[src/rtl/twin_dntimer_pkg.sv]
package twin_dntimer_pkg;

  localparam int NUM_TMR = 2;
  localparam int DATA_W  = 32;
  localparam int PRE_W   = 3;
  localparam int PCNT_W  = (1 << PRE_W) - 1;

  localparam int OFF_CTRL = 'h00;
  localparam int OFF_STAT = 'h04;

  function automatic int en_bit(input int t);
    return 2 * t;
  endfunction

  function automatic int rl_bit(input int t);
    return 2 * t + 1;
  endfunction

  function automatic int fix_bit(input int t);
    return 11 + t;
  endfunction

  function automatic int pre_lsb(input int t);
    return 19 + PRE_W * t;
  endfunction

  function automatic int flag_bit(input int t);
    return 8 * t;
  endfunction

  function automatic int reload_off(input int t);
    return 'h10 + 8 * t;
  endfunction

  function automatic int value_off(input int t);
    return 'h14 + 8 * t;
  endfunction

  function automatic logic [DATA_W-1:0] ctrl_mask();
    logic [DATA_W-1:0] m;
    m = '0;
    for (int t = 0; t < NUM_TMR; t++) begin
      m[en_bit(t)]  = 1'b1;
      m[rl_bit(t)]  = 1'b1;
      m[fix_bit(t)] = 1'b1;
      for (int b = 0; b < PRE_W; b++) m[pre_lsb(t) + b] = 1'b1;
    end
    return m;
  endfunction

  function automatic logic pre_hit(input logic [PCNT_W-1:0] cnt,
                                   input logic [PRE_W-1:0]  shift);
    logic [PCNT_W:0] full;
    full = ((PCNT_W+1)'(1) << shift) - (PCNT_W+1)'(1);
    return (cnt & full[PCNT_W-1:0]) == full[PCNT_W-1:0];
  endfunction

  function automatic logic is_mapped(input int a);
    logic hit;
    hit = (a == OFF_CTRL) || (a == OFF_STAT);
    for (int t = 0; t < NUM_TMR; t++)
      hit = hit || (a == reload_off(t)) || (a == value_off(t));
    return hit;
  endfunction

endpackage

[src/rtl/tdt_prescaler.sv]
module tdt_prescaler #(
  parameter int W = 7
) (
  input  logic         clk,
  input  logic         rst_n,
  output logic [W-1:0] cnt
);
  always_ff @(posedge clk) begin
    if (!rst_n) cnt <= '0;
    else        cnt <= cnt + W'(1);
  end
endmodule

[src/rtl/tdt_tick_sel.sv]
module tdt_tick_sel
  import twin_dntimer_pkg::*;
(
  input  logic [PCNT_W-1:0] pre_cnt,
  input  logic [PRE_W-1:0]  shift,
  input  logic              use_ref,
  input  logic              ref_tick,
  output logic              tick
);
  logic div_tick;
  assign div_tick = pre_hit(pre_cnt, shift);
  assign tick     = use_ref ? ref_tick : div_tick;
endmodule

[src/rtl/tdt_counter.sv]
module tdt_counter #(
  parameter int CNT_W = 32
) (
  input  logic             clk,
  input  logic             rst_n,
  input  logic             enable,
  input  logic             reload_en,
  input  logic             tick,
  input  logic             load,
  input  logic [CNT_W-1:0] load_val,
  input  logic [CNT_W-1:0] reload_val,
  output logic [CNT_W-1:0] count,
  output logic             step,
  output logic             expire
);
  logic armed;
  logic active;

  assign active = enable && (reload_en || armed);
  assign step   = active && tick && !load;
  assign expire = step && (count == '0);

  always_ff @(posedge clk) begin
    if (!rst_n) begin
      count <= '0;
      armed <= 1'b0;
    end else if (load) begin
      count <= load_val;
      armed <= 1'b1;
    end else if (expire) begin
      if (reload_en) count <= reload_val;
      else           armed <= 1'b0;
    end else if (step) begin
      count <= count - CNT_W'(1);
    end
  end
endmodule

[src/rtl/tdt_flag.sv]
module tdt_flag (
  input  logic clk,
  input  logic rst_n,
  input  logic set,
  input  logic clr,
  output logic flag
);
  always_ff @(posedge clk) begin
    if (!rst_n) flag <= 1'b0;
    else        flag <= set || (flag && !clr);
  end
endmodule

[src/rtl/twin_dntimer.sv]
module twin_dntimer
  import twin_dntimer_pkg::*;
#(
  parameter int CNT_W  = 32,
  parameter int ADDR_W = 8
) (
  input  logic              clk,
  input  logic              rst_n,
  input  logic              ref_tick,
  input  logic [ADDR_W-1:0] bus_addr,
  input  logic              bus_we,
  input  logic [DATA_W-1:0] bus_wdata,
  output logic [DATA_W-1:0] bus_rdata,
  output logic [NUM_TMR-1:0] irq
);
  localparam logic [DATA_W-1:0] CTL_MASK = ctrl_mask();

  logic [DATA_W-1:0]               ctrl_q;
  logic [NUM_TMR-1:0][CNT_W-1:0]   rld_q;
  logic [NUM_TMR-1:0][CNT_W-1:0]   cnt_q;
  logic [NUM_TMR-1:0]              ev_expire;
  logic [NUM_TMR-1:0]              ev_step;
  logic [NUM_TMR-1:0]              ev_load;
  logic [NUM_TMR-1:0]              ev_tick;
  logic [NUM_TMR-1:0]              flag_q;
  logic [NUM_TMR-1:0]              rl_en;
  logic [PCNT_W-1:0]               pre_cnt;
  logic                            wr_ctrl;
  logic                            wr_stat;

  assign wr_ctrl = bus_we && (bus_addr == ADDR_W'(OFF_CTRL));
  assign wr_stat = bus_we && (bus_addr == ADDR_W'(OFF_STAT));

  always_ff @(posedge clk) begin
    if (!rst_n)       ctrl_q <= '0;
    else if (wr_ctrl) ctrl_q <= bus_wdata & CTL_MASK;
  end

  tdt_prescaler #(.W(PCNT_W)) u_pre (
    .clk   (clk),
    .rst_n (rst_n),
    .cnt   (pre_cnt)
  );

  for (genvar g = 0; g < NUM_TMR; g++) begin : g_tmr
    assign rl_en[g]   = ctrl_q[rl_bit(g)];
    assign ev_load[g] = bus_we && (bus_addr == ADDR_W'(value_off(g)));

    always_ff @(posedge clk) begin
      if (!rst_n)
        rld_q[g] <= '0;
      else if (bus_we && (bus_addr == ADDR_W'(reload_off(g))))
        rld_q[g] <= bus_wdata[CNT_W-1:0];
    end

    tdt_tick_sel u_sel (
      .pre_cnt  (pre_cnt),
      .shift    (ctrl_q[pre_lsb(g) +: PRE_W]),
      .use_ref  (ctrl_q[fix_bit(g)]),
      .ref_tick (ref_tick),
      .tick     (ev_tick[g])
    );

    tdt_counter #(.CNT_W(CNT_W)) u_cnt (
      .clk        (clk),
      .rst_n      (rst_n),
      .enable     (ctrl_q[en_bit(g)]),
      .reload_en  (rl_en[g]),
      .tick       (ev_tick[g]),
      .load       (ev_load[g]),
      .load_val   (bus_wdata[CNT_W-1:0]),
      .reload_val (rld_q[g]),
      .count      (cnt_q[g]),
      .step       (ev_step[g]),
      .expire     (ev_expire[g])
    );

    tdt_flag u_flag (
      .clk   (clk),
      .rst_n (rst_n),
      .set   (ev_expire[g]),
      .clr   (wr_stat && !bus_wdata[flag_bit(g)]),
      .flag  (flag_q[g])
    );

    assign irq[g] = flag_q[g];
  end

  always_comb begin
    bus_rdata = '0;
    if (bus_addr == ADDR_W'(OFF_CTRL)) bus_rdata = ctrl_q;
    if (bus_addr == ADDR_W'(OFF_STAT)) begin
      for (int t = 0; t < NUM_TMR; t++) bus_rdata[flag_bit(t)] = flag_q[t];
    end
    for (int t = 0; t < NUM_TMR; t++) begin
      if (bus_addr == ADDR_W'(reload_off(t))) bus_rdata = DATA_W'(rld_q[t]);
      if (bus_addr == ADDR_W'(value_off(t)))  bus_rdata = DATA_W'(cnt_q[t]);
    end
  end
endmodule

[config.mk]
export PLATFORM = sky130hd
export DESIGN_NAME = twin_dntimer
export DESIGN_NICKNAME = d
export VERILOG_FILES = /design/src/rtl/twin_dntimer_pkg.sv /design/src/rtl/tdt_prescaler.sv /design/src/rtl/tdt_tick_sel.sv /design/src/rtl/tdt_counter.sv /design/src/rtl/tdt_flag.sv /design/src/rtl/twin_dntimer.sv
export SDC_FILE = /design/constraint.sdc
export NUM_CORES = 1
export LEC_CHECK = 0
export BUFFER_PORTS_ARGS = -buffer_cell sky130_fd_sc_hd__buf_2
export CAP_MARGIN = 20
export CORE_AREA = 10 10 180 131
export CTS_BUF_LIST = sky130_fd_sc_hd__clkbuf_4 sky130_fd_sc_hd__clkbuf_8
export DETAILED_ROUTE_END_ITERATION = 12
export DIE_AREA = 0 0 190 141
export HOLD_SLACK_MARGIN = 0.15
export PLACE_DENSITY_LB_ADDON = 0.2
export SLEW_MARGIN = 20
export SYNTH_ARGS = -nofsm -noshare
export SYNTH_HDL_FRONTEND = slang
export SYNTH_SLANG_ARGS = --single-unit
export TNS_END_PERCENT = 10
[constraint.sdc]
create_clock -name clk -period 4.3 [get_ports clk]
set_clock_uncertainty 0.15 [all_clocks]
set_input_delay 0.645 -clock clk [delete_from_list [all_inputs] [get_ports clk]]
set_output_delay 0.645 -clock clk [all_outputs]
set_load 0.1 [all_outputs]
# ---- Yosys cells after proc, flatten, opt, wreduce, memory -nomap -nowiden
# Cells that the tools add are included.
dict set report word_totals {
  ff_bits 151
  in_bits 44
  out_inout_bits 34
}
dict set report op_classes {
  n_addsub 5
  n_eq_ne 11
  shifts 2
  mux 23
  bitwise_logic 2
  n_reduce_logical 39
}
# operator count
set ops {}
lappend ops {{$mux W32} 12}
lappend ops {{$logic_not A32 Y1} 2}
lappend ops {{$sub A32 B1 Y32 const B} 2}
lappend ops {{$eq A8 B5 Y1 const B} 4}
lappend ops {{$mux W25} 1}
lappend ops {{$logic_and A1 B1 Y1} 18}
lappend ops {{$and A7 B7 Y7} 2}
lappend ops {{$eq A7 B7 Y1} 2}
lappend ops {{$shl A1 B3 Y7 const A} 2}
lappend ops {{$sub A7 B2 Y7 const B} 2}
lappend ops {{$mux W1} 10}
lappend ops {{$eq A8 B3 Y1 const B} 1}
lappend ops {{$logic_not A8 Y1} 1}
lappend ops {{$reduce_and A2 Y1} 4}
lappend ops {{$add A7 B1 Y7 const B} 1}
lappend ops {{$logic_not A1 Y1} 6}
lappend ops {{$ne A3 B3 Y1 const B} 2}
lappend ops {{$reduce_bool A3 Y1} 2}
lappend ops {{$logic_or A1 B1 Y1} 4}
lappend ops {{$ne A2 B1 Y1 const B} 2}
lappend ops {{$reduce_bool A2 Y1} 2}

# ---- Logic depth before layout (Yosys ltp)
dict set report depth {
  depth_word 10
  ltp_mapped 13
  depth_no_buf 10
}

# ---- Cells and area by module
# From an unflattened synthesis, not the netlist that was laid out.
dict set report unflattened {
  hier_cells 1251
  area_unflattened_um2 9489.1
}
# mod n_inst cells_each area_per_inst_um2
set modules_own_cells {}
lappend modules_own_cells {tdt_counter 2 331 2442.3}
lappend modules_own_cells {twin_dntimer 1 529 4081.4}
lappend modules_own_cells {tdt_prescaler 1 28 275.3}
lappend modules_own_cells {tdt_tick_sel 2 13 82.6}
lappend modules_own_cells {tdt_flag 2 3 41.3}

# ---- Worst setup path after synthesis
# OpenSTA, ideal clock, no wires.
dict set report synth_timing {
  path_kind {input-to-output}
  start {in bus_addr[1]}
  end {out bus_rdata[11]}
  arrival_ns 3.537
  setup_slack_ns -0.032
  cell_stages 6
  n_path_buf 1
  cell_sequence {nor3_1 nand2_1 nor4_1 clkbuf_1 a222oi_1 a21oi_1}
}
dict set report synth_between {
  elab_chain_cells 6
  word_cells_on_any_way 10
  cone_classes {4 x eq/ne; 5 x mux; 1 x reduce/logical}
}
# item line
set synth_lines {}
lappend synth_lines {{start: declaration} twin_dntimer.sv:10} ;# input logic [ADDR_W-1:0] bus_addr,
lappend synth_lines {{$logic_not A8 Y1} twin_dntimer.sv:91} ;# if (bus_addr == ADDR_W'(OFF_CTRL)) bus_rdata = ctrl_q;
lappend synth_lines {{$mux W25} twin_dntimer.sv:91}
lappend synth_lines {{$mux W32} twin_dntimer.sv:96} ;# if (bus_addr == ADDR_W'(reload_off(t))) bus_rdata = DATA_W'(rld_q[t]);
lappend synth_lines {{$mux W32} twin_dntimer.sv:97} ;# if (bus_addr == ADDR_W'(value_off(t))) bus_rdata = DATA_W'(cnt_q[t]);
lappend synth_lines {{$mux W32} twin_dntimer.sv:96}
lappend synth_lines {{$mux W32 *} twin_dntimer.sv:97}
lappend synth_lines {{end: declaration} twin_dntimer.sv:13} ;# output logic [DATA_W-1:0] bus_rdata,
# Every way passes the cells marked *; elsewhere a longest branch is shown, timed or not.

# ---- Worst setup path in the final report
dict set report layout_timing {
  start {in bus_addr[1]}
  end {out bus_rdata[0]}
}
dict set report layout_between {
  elab_chain_cells 7
  word_cells_on_any_way 12
  cone_classes {5 x eq/ne; 6 x mux; 1 x reduce/logical}
}
# item line
set layout_lines {}
lappend layout_lines {{$logic_not A8 Y1} twin_dntimer.sv:91}
lappend layout_lines {{$mux W25} twin_dntimer.sv:91}
lappend layout_lines {{$mux W1} twin_dntimer.sv:92} ;# if (bus_addr == ADDR_W'(OFF_STAT)) begin
lappend layout_lines {{$mux W32} twin_dntimer.sv:96}
lappend layout_lines {{$mux W32} twin_dntimer.sv:97}
lappend layout_lines {{$mux W32} twin_dntimer.sv:96}
lappend layout_lines {{$mux W32 *} twin_dntimer.sv:97}
# Marks and branches as above.

==> results.py <==
metrics = {
    "route": {
        "num_vias": 9397,
        "routed_wl_um": 35400,
        "first_pass_iters": 6,
        "drc_errors": 0,
        "wl_per_cell_um": 24.4,
        "drtAntennaViolNets": 0,
        "drt-initial-drc-count": 1196,
        "vias_per_cell": 6.48,
    },
    "timing": {
        "hold_viol": 0,
        "fin_crit_ps": 3740,
        "fmax_ghz": 0.267,
        "final.period_utilization": 0.870,
        "worst_pin_slew_ps": 907,
        "rsz0062_at_grt": "false",
        "relSlewSlack": 0.395,
        "slew_viol_final": 0,
        "finalSetupViolations": 0,
    },
    "die": {
        "core-area_sq_um": 20300,
        "die_height_um": 141,
        "pin_count": 78,
        "die_area_sq_um": 26800,
        "die_x_um": 190,
        "core.rowCount": 44,
        "initial_utilization": 0.439,
    },
    "status": {
        "run_status": "finished, final reports clean",
    },
    "critical_path": {
        "crit_type": "in2out",
        "r2r_start": "g_tmr[0].u_cnt.count[0]",
        "start_kind": "input pin",
        "end_kind": "output port",
        "worstPathMaxFanout": 14,
        "worst-r2r-setup-slack_ps": 570,
        "r2r_cells": 10,
        "critPathSlowestCell": "nor2_1",
        "crit_path_max_incr_delay_ps": 670,
        "r2r_end": "g_tmr[0].u_cnt.count[19]",
        "cp.arrival_ps": 2950,
        "required_ps": 3500,
        "crit_chain": "buf_2 > nor3_1 > and3_1 > nand2_1 > buf_4 > nor2_1 > nor2_1 > a21oi_1 > buf_12",
        "cp_common_cell": "nor2_1",
    },
    "power": {
        "fin_total_pwr_uw": 2690,
        "powerDensity_nw_per_um2": 266,
        "max-vdd-ir-drop_mv": 0.329,
        "leakagePower_uw": 0.00365,
    },
    "logic_synthesis": {
        "synth_cell_types": 68,
        "yosysMostFrequentCell": "nand2_1",
        "yosys_warnings": 0,
        "synth_nets": 1172,
        "synth_flop_cell": "dfxtp_1",
        "yosys-top-cells-count": "nand2_1, dfxtp_1, a21oi_1",
        "syn_area_per_cell_sq_um": 7.94,
        "syn-cell-area_sq_um": 8920,
        "synth_cells": 1124,
        "seq_area_frac_synth": 0.339,
        "yosysTopAreaCellShare": 0.339,
        "synth_edf_count": 0,
        "synthArstFlopShare": 0,
        "ys_seq_elements": 151,
        "synth_top_area_cell": "dfxtp_1",
        "synth_area_leaders": "dfxtp_1, nand2_1, a21oi_1, mux4_2, clkbuf_1",
    },
    "global_route": {
        "grtUsageTotal": 0.260,
        "grt_max_degree": 70,
        "grt_pass1_wl_um": 54500,
        "antenna_found_initial": 1,
        "grt_pass1_vias": 8813,
        "overflow": 0,
    },
    "placed_design": {
        "hpwl_um": 24500,
        "post-place-cells": 1418,
        "gp_congestion": 0.979,
        "port_buffers": 77,
    },
    "cts": {
        "cts_resized": 0,
        "clk_latency_ps": 480,
        "cts_root_buf": "clkbuf_8",
        "holdBufCountCts": 0,
        "post_cts_buffers": 0,
        "clock_tree.buffer_depth": 2,
        "cts_sinks": 151,
        "cts_made_buffers": 17,
        "htreeDepth": 4,
        "clkTransAtPathRegs_ps": 90,
        "cts_tree": "done",
    },
    "worst_hold_path": {
        "holdPathEnd": "rld_q[30]",
        "hp-start": "bus_wdata[30]",
        "hold_path_depth": 3,
        "hp-class": "in2reg",
    },
    "finish": {
        "fin_nets": 1209,
        "fin_cells": 1450,
        "area_growth_pct": 13.5,
        "antenna_cells": 0,
        "postLayoutCoreUtil": 0.498,
        "drive_above_1_share": 0.165,
    },
    "run": {
        "maxCapViolations": 0,
    },
}
==> logic make-up (layout without fill, tap and decap cells) <==
family	Yosys count	in the layout	synth area share
buffers and inverters	109	159	0.0499
AO/OA/AOI/OAI	357	357	0.262
adder cells (fa/ha/maj)	4	4	0.00561
AND/OR/NAND/NOR	412	412	0.221
flip-flops	151	151	0.339
multiplexers	33	33	0.0651
XOR/XNOR	58	58	0.0570
==> stage by stage <==
step                      instance area (sq um)  hold WS [ps]  setup WS, ps  TNS (ps)
after global placement                     9750           308           606         0
after global routing                      10100           274           333         0
final                                     10100           288           557         0
after floorplan                            8920           292         -32.2      -141
after detailed placement                   9750           309           493         0
after CTS                                 10100           263           615         0
==> flip-flops by register name, indices dropped and copies added (netlist names) <==
signal             flops
g_tmr.u_cnt.armed      2
g_tmr.u_cnt.count     64
u_pre.cnt              7
ctrl_q                12
g_tmr.u_flag.flag      2
rld_q                 64
==> per-layer routing <==
metal  routed length, um  vias to the layer above  track usage  share of wire
li1                    -                     4227            -              -
met1               15300                     4442        0.369           0.43
met2               14400                      652        0.352           0.41
met3                4990                       74       0.0993           0.14
met4                 723                        2       0.0733          0.020
met5                   7                        -            0        0.00020
==> placed cells by master, fill, tap and decap left out, types with 4 or more instances in the layout <==
master and instances:
nand2_1 201, dfxtp_1 151, a21oi_1 120, buf_2 66, nor2_1 53, o21ai_0 47
a211oi_1 40, buf_4 37, o211ai_1 36, a311oi_1 33, xor2_1 30, and2_1 29
nor3_1 28, xnor2_1 28, mux4_2 20, nand3_1 20, clkbuf_8 18, or3_1 17
nor4_1 14, o221ai_1 14, o21ai_1 14, mux2i_1 13, buf_12 12, inv_1 10
or4_1 10, nand4_1 7, a222oi_1 6, o22ai_1 6, a221o_1 5, a31oi_1 5
or2_2 5, ha_1 4, clkinvlp_4 4
==> worst max-delay path by stage <==
stage,startpoint,to,slack (ps),cells after the start
3_5_place_dp,bus_addr[1],g_tmr[1].u_cnt.count[13],490,10
3_3_place_gp,bus_addr[1],g_tmr[1].u_cnt.count[17],610,10
2_1_floorplan,bus_addr[1],bus_rdata[19],-30,6
4_1_cts,bus_addr[1],bus_rdata[0],610,9
5_1_grt,bus_addr[1],bus_rdata[0],330,9
6_report,bus_addr[1],bus_rdata[0],560,9
==> report_power, final <==
group | internal [uW] | total [uW] | switching [uW]
Combinational | 67.0 | 203 | 136
Clock | 491 | 1080 | 591
Sequential | 1400 | 1410 | 7.66
==> worst max-delay path: cells and delay by family <==
family,cells,cell delay [ps]
simple gates,5,1490
buf+inv,3,530
compound gates,1,290
==> final cells by class <==
cell class	count	area [sq um]
Timing Repair Buffer	115	848
Fill cell	1943	10200
Inverter	12	47.5
Clock inverter	11	101
Sequential cell	151	3020
Tap cell	276	345
Clock buffer	21	270
Multi-Input combinational cell	864	5490
Power figures use the tool's default switching activity.
